==> config.mk <==
export PLATFORM = sky130hd
export DESIGN_NAME = clkgate_ctrl
export DESIGN_NICKNAME = d
export VERILOG_FILES = /design/src/rtl/clkgate_pkg.sv /design/src/rtl/clkgate_regs.sv /design/src/rtl/clkgate_hyst.sv /design/src/rtl/clkgate_settle.sv /design/src/rtl/clkgate_ctrl.sv
export SDC_FILE = /design/constraint.sdc
export NUM_CORES = 1
export LEC_CHECK = 0
export BUFFER_PORTS_ARGS = -buffer_cell sky130_fd_sc_hd__buf_2
export CAP_MARGIN = 20
export CORE_UTILIZATION = 42
export CTS_CLUSTER_DIAMETER = 150
export DETAILED_ROUTE_END_ITERATION = 8
export PLACE_DENSITY = 0.69
export SETUP_SLACK_MARGIN = 0.05
export SLEW_MARGIN = 40
export SYNTH_ARGS = -nofsm -noshare
export SYNTH_HDL_FRONTEND = slang
export SYNTH_SLANG_ARGS = --single-unit
==> constraint.sdc <==
create_clock -name clk -period 2 [get_ports clk]
set_clock_uncertainty 0.2 [all_clocks]
set_input_delay 0.4 -clock clk [delete_from_list [all_inputs] [get_ports clk]]
set_output_delay 0.4 -clock clk [all_outputs]
set_load 0.05 [all_outputs]
==> src/rtl/clkgate_pkg.sv <==
package clkgate_pkg;
  localparam int REG_W     = 5;
  localparam int FLD_SEL   = 0;
  localparam int FLD_EN    = 1;
  localparam int FLD_STAT  = 2;
  localparam int FLD_HEN   = 3;
  localparam int FLD_HLONG = 4;

  typedef struct packed {
    logic hlong;
    logic hen;
    logic en;
    logic sel;
  } gate_cfg_t;
endpackage

==> src/rtl/clkgate_regs.sv <==
module clkgate_regs
  import clkgate_pkg::*;
#(
  parameter bit SW_CAPABLE = 1'b1
) (
  input  logic             clk,
  input  logic             rst,
  input  logic             we,
  input  logic [REG_W-1:0] wdata,
  output gate_cfg_t        cfg
);
  logic hen_q, hlong_q;
  logic unused_stat;

  assign unused_stat = wdata[FLD_STAT];

  always_ff @(posedge clk) begin
    if (rst) begin
      hen_q   <= 1'b0;
      hlong_q <= 1'b0;
    end else if (we) begin
      hen_q   <= wdata[FLD_HEN];
      hlong_q <= wdata[FLD_HLONG];
    end
  end

  generate
    if (SW_CAPABLE) begin : g_sw
      logic sel_q, en_q;
      always_ff @(posedge clk) begin
        if (rst) begin
          sel_q <= 1'b0;
          en_q  <= 1'b0;
        end else if (we) begin
          sel_q <= wdata[FLD_SEL];
          en_q  <= wdata[FLD_EN];
        end
      end
      assign cfg.sel = sel_q;
      assign cfg.en  = en_q;

      // a written enable bit is held in the register
      a_r2_en_capture: assert property (@(posedge clk) disable iff (rst)
        we |=> cfg.en == $past(wdata[FLD_EN]));
    end else begin : g_hw_only
      logic unused_sw;
      assign unused_sw = wdata[FLD_SEL] ^ wdata[FLD_EN];
      assign cfg.sel = 1'b0;
      assign cfg.en  = 1'b0;
    end
  endgenerate

  assign cfg.hen   = hen_q;
  assign cfg.hlong = hlong_q;

  // hysteresis configuration follows the bus
  a_r7_hyst_capture: assert property (@(posedge clk) disable iff (rst)
    we |=> cfg.hen == $past(wdata[FLD_HEN]));
endmodule

==> src/rtl/clkgate_hyst.sv <==
module clkgate_hyst #(
  parameter int SHORT_DLY = 4,
  parameter int LONG_DLY  = 16
) (
  input  logic clk,
  input  logic rst,
  input  logic want,
  input  logic hen,
  input  logic hlong,
  output logic gate_q
);
  localparam int CW = $clog2(LONG_DLY + 1);
  localparam logic [CW-1:0] SHORT_LIM = CW'(SHORT_DLY);
  localparam logic [CW-1:0] LONG_LIM  = CW'(LONG_DLY);

  logic [CW-1:0] cnt;
  logic [CW-1:0] limit;

  assign limit = hlong ? LONG_LIM : SHORT_LIM;

  always_ff @(posedge clk) begin
    if (rst) begin
      gate_q <= 1'b0;
      cnt    <= '0;
    end else if (want) begin
      gate_q <= 1'b1;
      cnt    <= '0;
    end else if (gate_q) begin
      if (!hen || cnt >= limit) begin
        gate_q <= 1'b0;
        cnt    <= '0;
      end else begin
        cnt <= cnt + 1'b1;
      end
    end
  end

  // turn-on is never held back
  a_r9_turn_on: assert property (@(posedge clk) disable iff (rst)
    want |=> gate_q);
  // without hysteresis the gate drops one edge after the request
  a_r7_no_hyst: assert property (@(posedge clk) disable iff (rst)
    (gate_q && !want && !hen) |=> !gate_q);
  // countdown never runs past the long interval
  a_r8_cnt_bound: assert property (@(posedge clk) disable iff (rst)
    cnt <= LONG_LIM);
  // a falling gate always follows an absent request
  a_r9_fall_cause: assert property (@(posedge clk) disable iff (rst)
    $fell(gate_q) |-> !$past(want));
endmodule

==> src/rtl/clkgate_settle.sv <==
module clkgate_settle #(
  parameter int STAGES = 2
) (
  input  logic clk,
  input  logic rst,
  input  logic din,
  output logic dout
);
  logic [STAGES-1:0] pipe;

  always_ff @(posedge clk) begin
    if (rst) pipe <= '0;
    else     pipe[0] <= din;
  end

  generate
    for (genvar i = 1; i < STAGES; i++) begin : g_stage
      always_ff @(posedge clk) begin
        if (rst) pipe[i] <= 1'b0;
        else     pipe[i] <= pipe[i-1];
      end
    end
  endgenerate

  assign dout = pipe[STAGES-1];
endmodule

==> src/rtl/clkgate_ctrl.sv <==
module clkgate_ctrl
  import clkgate_pkg::*;
#(
  parameter int SHORT_DLY  = 4,
  parameter int LONG_DLY   = 16,
  parameter int SETTLE_CYC = 2,
  parameter bit NO_DISABLE = 1'b0,
  parameter bit SW_CAPABLE = 1'b1
) (
  input  logic             clk,
  input  logic             rst,
  input  logic             reg_we,
  input  logic [REG_W-1:0] reg_wdata,
  output logic [REG_W-1:0] reg_rdata,
  input  logic             hw_req,
  output logic             gate_en,
  output logic             gate_status
);
  gate_cfg_t cfg;
  logic      want;

  clkgate_regs #(.SW_CAPABLE(SW_CAPABLE)) u_regs (
    .clk(clk), .rst(rst), .we(reg_we), .wdata(reg_wdata), .cfg(cfg)
  );

  assign want = cfg.sel ? (cfg.en | NO_DISABLE) : hw_req;

  clkgate_hyst #(.SHORT_DLY(SHORT_DLY), .LONG_DLY(LONG_DLY)) u_hyst (
    .clk(clk), .rst(rst), .want(want), .hen(cfg.hen), .hlong(cfg.hlong),
    .gate_q(gate_en)
  );

  clkgate_settle #(.STAGES(SETTLE_CYC)) u_settle (
    .clk(clk), .rst(rst), .din(gate_en), .dout(gate_status)
  );

  always_comb begin
    reg_rdata            = '0;
    reg_rdata[FLD_SEL]   = cfg.sel;
    reg_rdata[FLD_EN]    = cfg.en;
    reg_rdata[FLD_STAT]  = gate_status;
    reg_rdata[FLD_HEN]   = cfg.hen;
    reg_rdata[FLD_HLONG] = cfg.hlong;
  end

  // reset clears gate and status
  a_r1_reset: assert property (@(posedge clk)
    $past(rst) |-> (!gate_en && !gate_status));

  generate
    if (SETTLE_CYC == 2) begin : g_a_settle
      // status trails the gate by two edges
      a_r4_status_lag: assert property (@(posedge clk) disable iff (rst)
        gate_status == $past(gate_en, 2));
    end
    if (NO_DISABLE) begin : g_a_nd
      // software-owned gate never turns off
      a_r5_no_disable: assert property (@(posedge clk) disable iff (rst)
        (cfg.sel && $past(cfg.sel)) |-> gate_en);
    end
  endgenerate
endmodule

## Word-level counts from Yosys, hierarchy flattened

Cells that the tools add are included.

| storage, ports and cells | value |
|---|---|
| flip-flop bits (word level) | 10 |
| bits in latches | 0 |
| bits in writable memories | 0 |
| ROM bits | 0 |
| output and inout port bits | 7 |
| logic and storage cells | 17 |
| memories | 0 |

| operators by class | value |
|---|---|
| add/sub/neg operators | 1 |
| multipliers | 0 |
| div/mod/pow operators | 0 |
| $lt $le $gt $ge | 1 |
| equal/unequal tests | 0 |
| shifts and indexed selects | 0 |
| muxes and demuxes | 6 |
| bitwise operators | 0 |
| reduce and logical (&&, ||, !) cells | 3 |

Operators with widths:

| kind | count |
|---|---|
| two-way mux 5 bit | 2 |
| adder 5 x 1 -> 5 bit (second input constant) | 1 |
| greater-or-equal comparator 5 bit | 1 |
| two-way mux 1 bit | 4 |
| OR reduction 2 bit | 1 |
| zero test 1 bit | 1 |
| logical OR 1 bit | 1 |

## Longest topological paths before layout

Gate-level depths: netlist (run 1).

| depth | value |
|---|---|
| depth in word-level cells | 6 |
| depth in mapped cells | 6 |

## By module

Synthesis (run 1) repeated with hierarchy kept, for this count alone.

| unflattened totals | value |
|---|---|
| cell total of the unflattened synthesis | 67 |
| area total of the unflattened synthesis | 578.1 µm² |

Modules (own cells, without submodules):

| module | times used | cells an instance | area each (µm²) | sequential area each (µm²) |
|---|---|---|---|---|
| clkgate_hyst | 1 | 46 | 374.1 | 120.1 |
| clkgate_regs | 1 | 17 | 170.2 | 80.1 |
| clkgate_ctrl | 1 | 2 | 22.5 | 0.0 |
| clkgate_settle | 1 | 2 | 11.3 | 0.0 |

## Least setup slack after synthesis (run 1)

No wires, ideal clock.

| path | value |
|---|---|
| path kind | register to register |
| start | register u_hyst.gate_q |
| end | register u_hyst.cnt[4] |
| setup time | 86 ps |
| arrival time | 1,266 ps |
| required time | 1,714 ps |
| slack | 448 ps |
| stages on the path, launching flop included | 5 |
| clock period less this slack | 1,552 ps |
| path through | dfxtp_1 buf_2 nand4_1 xor2_1 a211oi_1 |

RTL lines:

| item | RTL line | source |
|---|---|---|
| start, declared | clkgate_hyst.sv:10 | `output logic gate_q` |
| start signal, assigned | clkgate_hyst.sv:23 | `gate_q <= 1'b0;` |
| start signal, assigned | clkgate_hyst.sv:26 | `gate_q <= 1'b1;` |
| start signal, assigned | clkgate_hyst.sv:30 | `gate_q <= 1'b0;` |
| end signal, assigned | clkgate_hyst.sv:33 | `cnt <= cnt + 1'b1;` |
| end, declared | clkgate_hyst.sv:16 | `logic [CW-1:0] cnt;` |

## Worst setup path after layout (run 1)

| path | value |
|---|---|
| start | register u_hyst.cnt[2] |
| end | register u_hyst.cnt[3] |

| between the ends | value |
|---|---|
| cells in the longest elaborated chain, start to end | 3 |
| elaborated cells between the ends (all ways) | 4 |
| those cells by class | add/sub: 1; order compare: 1; mux: 1; reduce/logical: 1 |

Ends and longest elaborated chain:

| item | RTL line | source |
|---|---|---|
| greater-or-equal comparator 5 bit | clkgate_hyst.sv:29 | `if (!hen \|\| cnt >= limit) begin` |
| logical OR 1 bit | clkgate_hyst.sv:29 |  |
| two-way mux 5 bit (*) | clkgate_hyst.sv:29 |  |

Every way passes the cells marked *; elsewhere a longest branch is shown, timed or not.
A chain may end at the register's enable or synchronous reset.

==> reports/results.ini, run 1 <==
[timing]
setup_viol = 0
post-route-period-util_pct = 85.62
hold_viol = 0
slew_violations = 0
fmax_mhz = 584.0
fin_crit_ns = 1.712
rsz0062_at_grt = no
worst_slack_ns = 0.2875
setup_tns_ns = 0

[floorplan]
die_h_um = 38.62
start_util_pct = 48.08
rows = 12
dieArea_mm2 = 0.001491
die_x_um = 38.62
ios = 16
core_area_mm2 = 0.001171

[synthesis]
yosysTopAreaCell = dfxtp_1
synth_compound_area_share_pct = 10.44
synth_top_family_by_area = simple AND/OR/NAND/NOR gates
synth_fa_ha_area_share_pct = 8.889
yosysWarnings = 2
synthTopCellsByArea = dfxtp_1, ha_1, mux2i_1
synthMuxAreaShare_pct = 8.889
synthTopCellsByCount = dfxtp_1, buf_4, mux2i_1, nor2_1
ys_types = 22
netlist_instances = 61
ys_seq_area_share_pct = 35.56
syn-cell-area_um2 = 563.0
synth_seq_cells = 10
synth-edff-count = 0
async_flop_share_pct = 0
synth-xor-area-share_pct = 3.111
syn_avg_cell_area_um2 = 9.230
synth_ff_type = dfxtp_1
synthSimpleGateAreaFrac_pct = 20.22
yosys.cell_count.top_type = dfxtp_1
netlist.area_leader.share_pct = 35.56

[cts]
numCtsBuffers = 3
clk_pin_slew_ns = 0.06
cts_sinks = 10
clock_latency_ns = 0.25
clockRootBuffer = clkbuf_4
postCtsSetupBuffers = 0
ctsHoldBuffers = 0
clock_path_buffers = 2
cts.repair.resized = 0
cts_max_level = 1
cts_tree = done

[detailed_routing]
vias = 406
drc = 0
routed_via_density = 4.892
antenna_left = 0
drtIter0Drc = 6
wl_per_cell_um = 10.45
drt-pass1-iter-count = 4
drt_wl_total_um = 867

[worst_setup_path]
startpoint_type = flip-flop
timing.critical_path.required_ns = 1.97
criticalPathCategory = flip-flop to flip-flop
reg2reg_from = u_hyst.cnt[2]$_SDFFE_PP0P_
critPathLaunch = u_hyst.cnt[2]$_SDFFE_PP0P_
crit_fanout = 5
cp.arrival_ns = 1.69
crit_path_end_kind = flip-flop

[placement]
port_buffers = 12
gp_congestion = 0.7735
hpwl_um = 654.4
place_ws_ns = 0.3360

[finish]
nNetsFinal = 84
num_antenna_cells = 0
area_growth_pct = 8.889
drive_gt1_share_pct = 26.09

[power_and_ir_drop]
leakage_nw = 0.2689
powerDensity_mw_per_mm2 = 687.0
ir_drop_mv = 0.3584

[global_routing]
grt_max_degree = 13
antenna_found_initial = 0
grt_pass1_vias = 339
grt_pass1_wl_um = 1345
grt_util_all_layers_pct = 13.44
overflow = 0

[min_path]
holdCritStartpoint = rst
hp-class = primary input to flip-flop

[run_status]
status = finished clean

[flow_run]
drv_cap = 0

[registers in the layout, indices dropped and copies added, names as in the netlist]
signal and count:
u_hyst.cnt 5, u_regs.g_sw.en_q 1, u_regs.hen_q 1, u_regs.g_sw.sel_q 1
u_regs.hlong_q 1, u_hyst.gate_q 1
[power by group]
part           total, mW  internal, mW  switching, mW
sequential         0.213         0.206        0.00702
clock              0.132        0.0692         0.0625
combinational     0.0768        0.0239         0.0530
total              0.421         0.299          0.122
[logic make-up after synthesis]
family / count (synthesis)
flip-flops: 10
multiplexers: 5
other: 1
buffers and inverters: 12
adder cells (fa/ha/maj): 4
AO/OA/AOI/OAI: 8
XOR/XNOR: 2
AND/OR/NAND/NOR: 19
[final cells by class]
class / instances / area (um^2)
fillers: 110 / 558.0
multi-input cells: 40 / 297.8
flip-flops and latches: 10 / 200.2
repair buffers: 12 / 60.06
clock buffers: 3 / 22.52
well taps: 14 / 17.52
inverters: 4 / 15.01
[path summary, 6_finish.rpt]
| path | endpoint | slack (ns) | cells past startpoint |
|---|---|---|---|
| setup / recovery | u_hyst.cnt[3]$_SDFFE_PP0P_ | 0.29 | 6 |
| hold / removal | u_hyst.gate_q$_SDFF_PP0_ | 0.17 | 2 |
| setup reg to reg | u_hyst.cnt[3]$_SDFFE_PP0P_ | 0.29 | 6 |
| hold reg to reg | u_regs.hen_q$_SDFFE_PP0P_ | 0.31 | 2 |
[critical path, stage by stage (launching register included)]
cell and delay (ns):
dfxtp_1 0.38, inv_1 0.09, ha_1 0.28, and2_0 0.17, o21ai_4 0.21, nand2_2 0.08, a211oi_1 0.22
[per-layer routing]
metal  vias up  share of wire (%)  track usage, %
met1       176                 50           17.69
met4         0                2.2           5.172
met2        11                 44           19.58
met5         -                  0               0
li1        215                  -               -
met3         4                3.9           5.202
[cells in the final DEF, fill, tap and decap left out, types with 2 or more instances in the layout]
cell	instances
a211oi_1	2
buf_2	12
dfxtp_1	10
nand2b_1	4
a21oi_1	4
ha_1	4
nor2_1	5
nand4_1	4
xor2_1	2
inv_1	4
mux2i_1	5
clkbuf_4	3
conb_1	2
[through the flow]
step | utilization (%) | instance area, um^2 | hold slack, ns | power [mW] | cells
6_report | 52.35 | 613.1 | 0.1722 | 0.4212 | 83
5_1_grt | 52.35 | 613.1 | 0.1808 | 0.4387 | 83
4_1_cts | 52.35 | 613.1 | 0.1690 | 0.4278 | 83
3_5_place_dp | 50.43 | 590.6 | 0.3065 | 0.2943 | 80
3_3_place_gp | 50.43 | 590.6 | 0.2916 | 0.2938 | 80
2_1_floorplan | - | 566.8 | 0.2691 | 0.2863 | 62
(Power assumes the default switching activity.)
==> inputs of run 2 (changes only) <==
CAP_MARGIN = not set   (was 20)
GPL_TIMING_DRIVEN = 0   (was not set)
==> run 2 against run 1 <==
  * Clock power about the same
  * Non-clock buffer count up 7
  * Wire length up 11%
  * Via count up 8.6%
  * Combinational power up 18%
  * Global-route usage up 2.5 points
  * Critical endpoint unchanged
  * Clock-buffer cell count unchanged
  * Hold slack better by 0.00054 ns
==> reports/results.ini, run 2 (same netlist as run 1, synthesis figures left out) <==
[detailed_routing]
routed_via_density = 4.900  ; +0.17%
vias = 441  ; +8.6%
antenna_left = 0  ; unchanged
drt_wl_total_um = 961  ; +11%
wl_per_cell_um = 10.68  ; +2.2%
drc = 0  ; unchanged
drt-pass1-iter-count = 4  ; unchanged
drtIter0Drc = 4  ; -2

[cts]
cts_sinks = 10  ; unchanged
cts_tree = done
cts_max_level = 1  ; unchanged
clk_pin_slew_ns = 0.06  ; about the same
ctsHoldBuffers = 0  ; unchanged
clock_path_buffers = 2  ; unchanged
postCtsSetupBuffers = 0  ; unchanged
numCtsBuffers = 3  ; unchanged
cts.repair.resized = 0  ; unchanged
clock_latency_ns = 0.26  ; about the same
clockRootBuffer = clkbuf_4

[floorplan]
start_util_pct = 48.08  ; unchanged
ios = 16  ; unchanged
rows = 12  ; unchanged
core_area_mm2 = 0.001171  ; unchanged
die_x_um = 38.62  ; unchanged
dieArea_mm2 = 0.001491  ; unchanged
die_h_um = 38.62  ; unchanged

[timing]
setup_tns_ns = 0  ; unchanged
setup_viol = 0  ; unchanged
slew_violations = 0  ; unchanged
hold_viol = 0  ; unchanged
post-route-period-util_pct = 84.98  ; -0.64 points
timing.hold.ws_ns = 0.1727  ; +0.0005370 ns
fin_crit_ns = 1.700  ; -0.01281 ns
rsz0062_at_grt = no
fmax_mhz = 588.4  ; +0.75%
worst_slack_ns = 0.3003  ; +0.01281 ns

[worst_setup_path]
worst_path_largest_cell_delay_ns = 0.38  ; about the same
cp.arrival_ns = 1.68  ; about the same
startpoint_type = flip-flop
worstPathCellList = inv_1 -> ha_1 -> and2_0 -> o21ai_4 -> nand2_2 -> a211oi_1
r2r_cells = 6  ; unchanged
crit_fanout = 5  ; unchanged
slowest_stage = dfxtp_1
crit_path_end_kind = flip-flop
timing.critical_path.required_ns = 1.98  ; about the same
criticalPathCategory = flip-flop to flip-flop

[global_routing]
antenna_found_initial = 0  ; unchanged
grt_pass1_wl_um = 1497  ; +11%
overflow = 0  ; unchanged
grt_max_degree = 11  ; -2
grt_util_all_layers_pct = 15.96  ; +2.5 points
grt_pass1_vias = 373  ; +10%

[power_and_ir_drop]
finalPower_mw = 0.4319  ; +2.5%
ir_drop_mv = 0.3793  ; +5.8%
powerDensity_mw_per_mm2 = 652.5  ; -5.0%
leakage_nw = 0.3028  ; +13%

[finish]
finalInstanceArea_um2 = 661.9  ; +8.0%
nNetsFinal = 91  ; +8.3%
largest_register_ffs = 5  ; unchanged
layout_common_cells = buf_2, dfxtp_1, buf_4
regMostFlops = u_hyst.cnt
final_common_cell = buf_2
num_antenna_cells = 0  ; unchanged
drive_gt1_share_pct = 31.58  ; +5.5 points
area_growth_pct = 17.56

[min_path]
hp-class = primary input to flip-flop
min_path_cells = 2  ; unchanged

[placement]
gp_congestion = 0.8368  ; +8.2%
place_ws_ns = 0.3287  ; -0.007295 ns
placed_cell_area_um2 = 639.4  ; +8.3%
hpwl_um = 775.3  ; +18%
port_buffers = 11  ; -1

[flow_run]
drv_cap = 0  ; unchanged

[run_status]
status = finished clean

[run 2: cell types whose count changed in the layout (fill, tap and decap cells not counted)]
cell | previous run | this run
buf_4 | 0 | 6
clkbuf_1 | 0 | 1
[run 2: per-stage QoR]
step | instances | util (%)
3_5_place_dp | 87 | 54.59
2_1_floorplan | 62 | -
3_3_place_gp | 87 | 54.59
6_report | 90 | 56.52
4_1_cts | 90 | 56.52
5_1_grt | 90 | 56.52
[run 2: final timing paths]
check / start / endpoint / slack, ns
hold / removal: rst / u_regs.g_sw.sel_q$_SDFFE_PP0P_ / 0.17
setup / recovery: u_hyst.cnt[2]$_SDFFE_PP0P_ / u_hyst.cnt[3]$_SDFFE_PP0P_ / 0.30
setup reg to reg: u_hyst.cnt[2]$_SDFFE_PP0P_ / u_hyst.cnt[3]$_SDFFE_PP0P_ / 0.30
hold reg to reg: u_hyst.cnt[1]$_SDFFE_PP0P_ / u_hyst.cnt[1]$_SDFFE_PP0P_ / 0.31
[run 2: report_power, final]
group          total, mW  leakage (nW)  switching, mW  internal, mW
sequential         0.210        0.0816        0.00471         0.206
clock              0.131        0.0138         0.0620        0.0692
combinational     0.0903         0.207         0.0579        0.0324
[run 2: worst max-delay path: cells and delay by family (launching register included)]
| family | cells | cell delay, ns |
|---|---|---|
| AOI/OAI and AO/OA | 2 | 0.41 |
| adders and majority gates | 1 | 0.29 |
| and+or+nand+nor | 2 | 0.25 |
| buffers and inverters | 1 | 0.10 |
| DFF | 1 | 0.38 |
[run 2: layer usage]
layer / vias up / share of wire (%) / track usage, %
li1: 229 / - / -
met1: 195 / 46 / 19.06
met2: 13 / 47 / 24.17
met3: 4 / 4.4 / 3.468
met4: 0 / 2.5 / 12.93
met5: - / 0 / 0
[run 2: layout make-up]
class	instances	area [um^2]
inverters	4	15.01
fillers	113	509.2
plain buffers	8	53.80
flip-flops and latches	10	200.2
repair buffers	11	55.05
well taps	14	17.52
multi-input cells	40	297.8
clock buffers	3	22.52
==> inputs of run 3 (changes only) <==
PLACE_DENSITY = 0.71   (was 0.69)
clock period = 1.4 ns   (was 2 ns; I/O delays follow)
==> run 3 against run 2 <==
  * The run now ends with negative setup slack left
  * Highest routed layer unchanged
  * Critical endpoint unchanged
  * Combinational power is 69% higher
  * Critical path type unchanged
  * Power is 50% higher
  * Worst setup slack worse by 0.41 ns
  * Hold slack worse by 0.14 ns
  * Non-clock buffer count is 2 higher
  * Via count grew 5.7%
  * First-iteration DRC count increased to 2.5 times the previous value
==> reports/results.ini, run 3 (same netlist as run 1, synthesis figures left out) <==
[detailed_routing]
antenna_left = 0  ; unchanged
routed_via_density = 5.065  ; +3.4%
wl_per_cell_um = 11.35  ; +6.3%
drtIter0Drc = 10  ; +6
drc = 0  ; unchanged
drt_wl_total_um = 1044  ; +8.6%
vias = 466  ; +5.7%
drt-pass1-iter-count = 4  ; unchanged

[power_and_ir_drop]
powerDensity_mw_per_mm2 = 850.0  ; +30%
ir_drop_mv = 0.5554  ; +46%
swShare_pct = 29.02  ; +0.18 points
seqPwrFrac_pct = 46.8  ; -1.9 points
power.share.clock_pct = 29.5  ; -0.9 points
intPower_mw = 0.4597  ; +50%
p_comb_share_pct = 23.6  ; +2.7 points
leakage_nw = 0.3325  ; +9.8%
netSwitchingPower_mw = 0.1880  ; +51%
finalPower_mw = 0.6477  ; +50%

[worst_setup_path]
cp.depth = 6  ; unchanged
startpoint_type = flip-flop
worst_path_largest_cell_delay_ns = 0.33  ; -0.05 ns
r2r-end = u_hyst.cnt[3]$_SDFFE_PP0P_
cp_top_family = compound AO/OA/AOI/OAI gates
criticalPathCategory = flip-flop to flip-flop
crit_buf_inv = 1  ; unchanged
critPathCapture = u_hyst.cnt[3]$_SDFFE_PP0P_
timing.critical_path.required_ns = 1.39  ; -0.59 ns
crit_fanout = 5  ; unchanged
worstPathCellList = inv_2 -> ha_4 -> and2_4 -> o21ai_4 -> nand2_2 -> a211oi_2
critPathLaunch = u_hyst.cnt[2]$_SDFFE_PP0P_
ff2ff_setup_slack_ns = -0.11  ; -0.41 ns
cp.arrival_ns = 1.49  ; -0.19 ns
slowest_stage = dfxtp_2
r2r_cells = 6  ; unchanged
reg2reg_from = u_hyst.cnt[2]$_SDFFE_PP0P_
crit_path_end_kind = flip-flop

[cts]
clock_latency_ns = 0.26  ; about the same
cts_tree = done
ctsHoldBuffers = 0  ; unchanged
clockRootBuffer = clkbuf_4
clock_path_buffers = 2  ; unchanged
cts_max_level = 1  ; unchanged
clk_pin_slew_ns = 0.06  ; about the same
numCtsBuffers = 3  ; unchanged
cts_sinks = 10  ; unchanged

[finish]
fill_cells = 96  ; -15%
drive_gt1_share_pct = 51.28  ; +20 points
largest_register_ffs = 5  ; unchanged
area_growth_pct = 35.33
layout_common_cells = dfxtp_2, buf_2, buf_4
final_common_cell = dfxtp_2
regMostFlops = u_hyst.cnt
final_util_pct = 65.06  ; +8.5 points
instances_no_fill = 92  ; +2.2%
num_antenna_cells = 0  ; unchanged
nNetsFinal = 93  ; +2.2%

[timing]
post-route-period-util_pct = 107.7  ; +23 points
setup_tns_ns = -0.5504  ; -0.5504 ns
slew_violations = 0  ; unchanged
worst_slack_ns = -0.1071  ; -0.4075 ns
fin_crit_ns = 1.507  ; -0.1925 ns
setup_viol = 6  ; +6
hold_viol = 0  ; unchanged
fmax_mhz = 663.5  ; +13%
rsz0062_at_grt = yes

[global_routing]
antenna_found_initial = 0  ; unchanged
grt_pass1_wl_um = 1559  ; +4.1%
grt_pass1_vias = 395  ; +5.9%
grt_max_degree = 11  ; unchanged
grt_util_all_layers_pct = 16.14  ; +0.18 points
overflow = 0  ; unchanged

[run_status]
status = finished with violations
violations = negative setup slack

[placement]
place_ws_ns = -0.1700  ; -0.4987 ns
dp_cells = 87  ; unchanged
hpwl_um = 761.3  ; -1.8%
port_buffers = 11  ; unchanged
gp_congestion = 0.7330  ; -12%

[floorplan]
die_h_um = 38.62  ; unchanged
rows = 12  ; unchanged
die_x_um = 38.62  ; unchanged
dieArea_mm2 = 0.001491  ; unchanged
start_util_pct = 48.08  ; unchanged
ios = 16  ; unchanged
core_area_mm2 = 0.001171  ; unchanged

[flow_run]
drv_cap = 0  ; unchanged

[min_path]
hp-class = primary input to flip-flop
min_path_cells = 2  ; unchanged

[run 3: cell count changes in the layout (fill, tap and decap cells not counted), sizes merged]
cell | before | now
buf | 18 | 19
clkbuf | 4 | 5
[run 3: power groups by stage]
stage | Sequential [mW] | Combinational, mW | Clock (mW)
finish | 0.303 | 0.153 | 0.191
detailed placement | 0.307 | 0.133 | 0
global placement | 0.307 | 0.132 | 0
floorplan | 0.313 | 0.100 | 0
CTS | 0.302 | 0.145 | 0.202
global route | 0.305 | 0.160 | 0.220
[run 3: metrics by stage]
step           hold WS, ns  area [um^2]
2_1_floorplan       0.1417        581.8
3_3_place_gp        0.2837        654.4
3_5_place_dp        0.2963        654.4
4_1_cts            0.02849        732.0
5_1_grt            0.03117        762.0
6_report           0.03675        762.0
[run 3: final cells by class]
type	instances	area, um^2	share of cell area, %
well taps	14	17.52	2.299
clock buffers	3	22.52	2.956
multi-input cells	40	322.8	42.36
plain buffers	7	53.80	7.061
inverters	4	15.01	1.970
repair buffers	14	120.1	15.76
flip-flops and latches	10	210.2	27.59
[run 3: worst min path at each step]
stage	from	end	slack (ns)
5_1_grt	rst	u_hyst.gate_q$_SDFF_PP0_	0.03
3_3_place_gp	u_hyst.cnt[2]$_SDFFE_PP0P_	u_hyst.cnt[2]$_SDFFE_PP0P_	0.28
4_1_cts	rst	u_hyst.gate_q$_SDFF_PP0_	0.03
6_report	rst	u_hyst.gate_q$_SDFF_PP0_	0.04
3_5_place_dp	u_hyst.cnt[2]$_SDFFE_PP0P_	u_hyst.cnt[2]$_SDFFE_PP0P_	0.30
2_1_floorplan	rst	u_hyst.gate_q$_SDFF_PP0_	0.14
[run 3: what timing repair did]
action                     4_1_cts  5_1_grt
pin swaps                        5        5
gates resized for setup         16        7
buffers inserted                 2        1
setup endpoints to repair       10       10
[run 3: routing by layer]
layer / share of wire, % / track usage, % / wire [um] / up-vias
li1: - / - / - / 235
met1: 46 / 19.22 / 484 / 217
met2: 48 / 24.58 / 503 / 12
met3: 4.2 / 3.468 / 44 / 2
met4: 1.1 / 12.93 / 11 / 0
met5: 0 / 0 / 0 / -
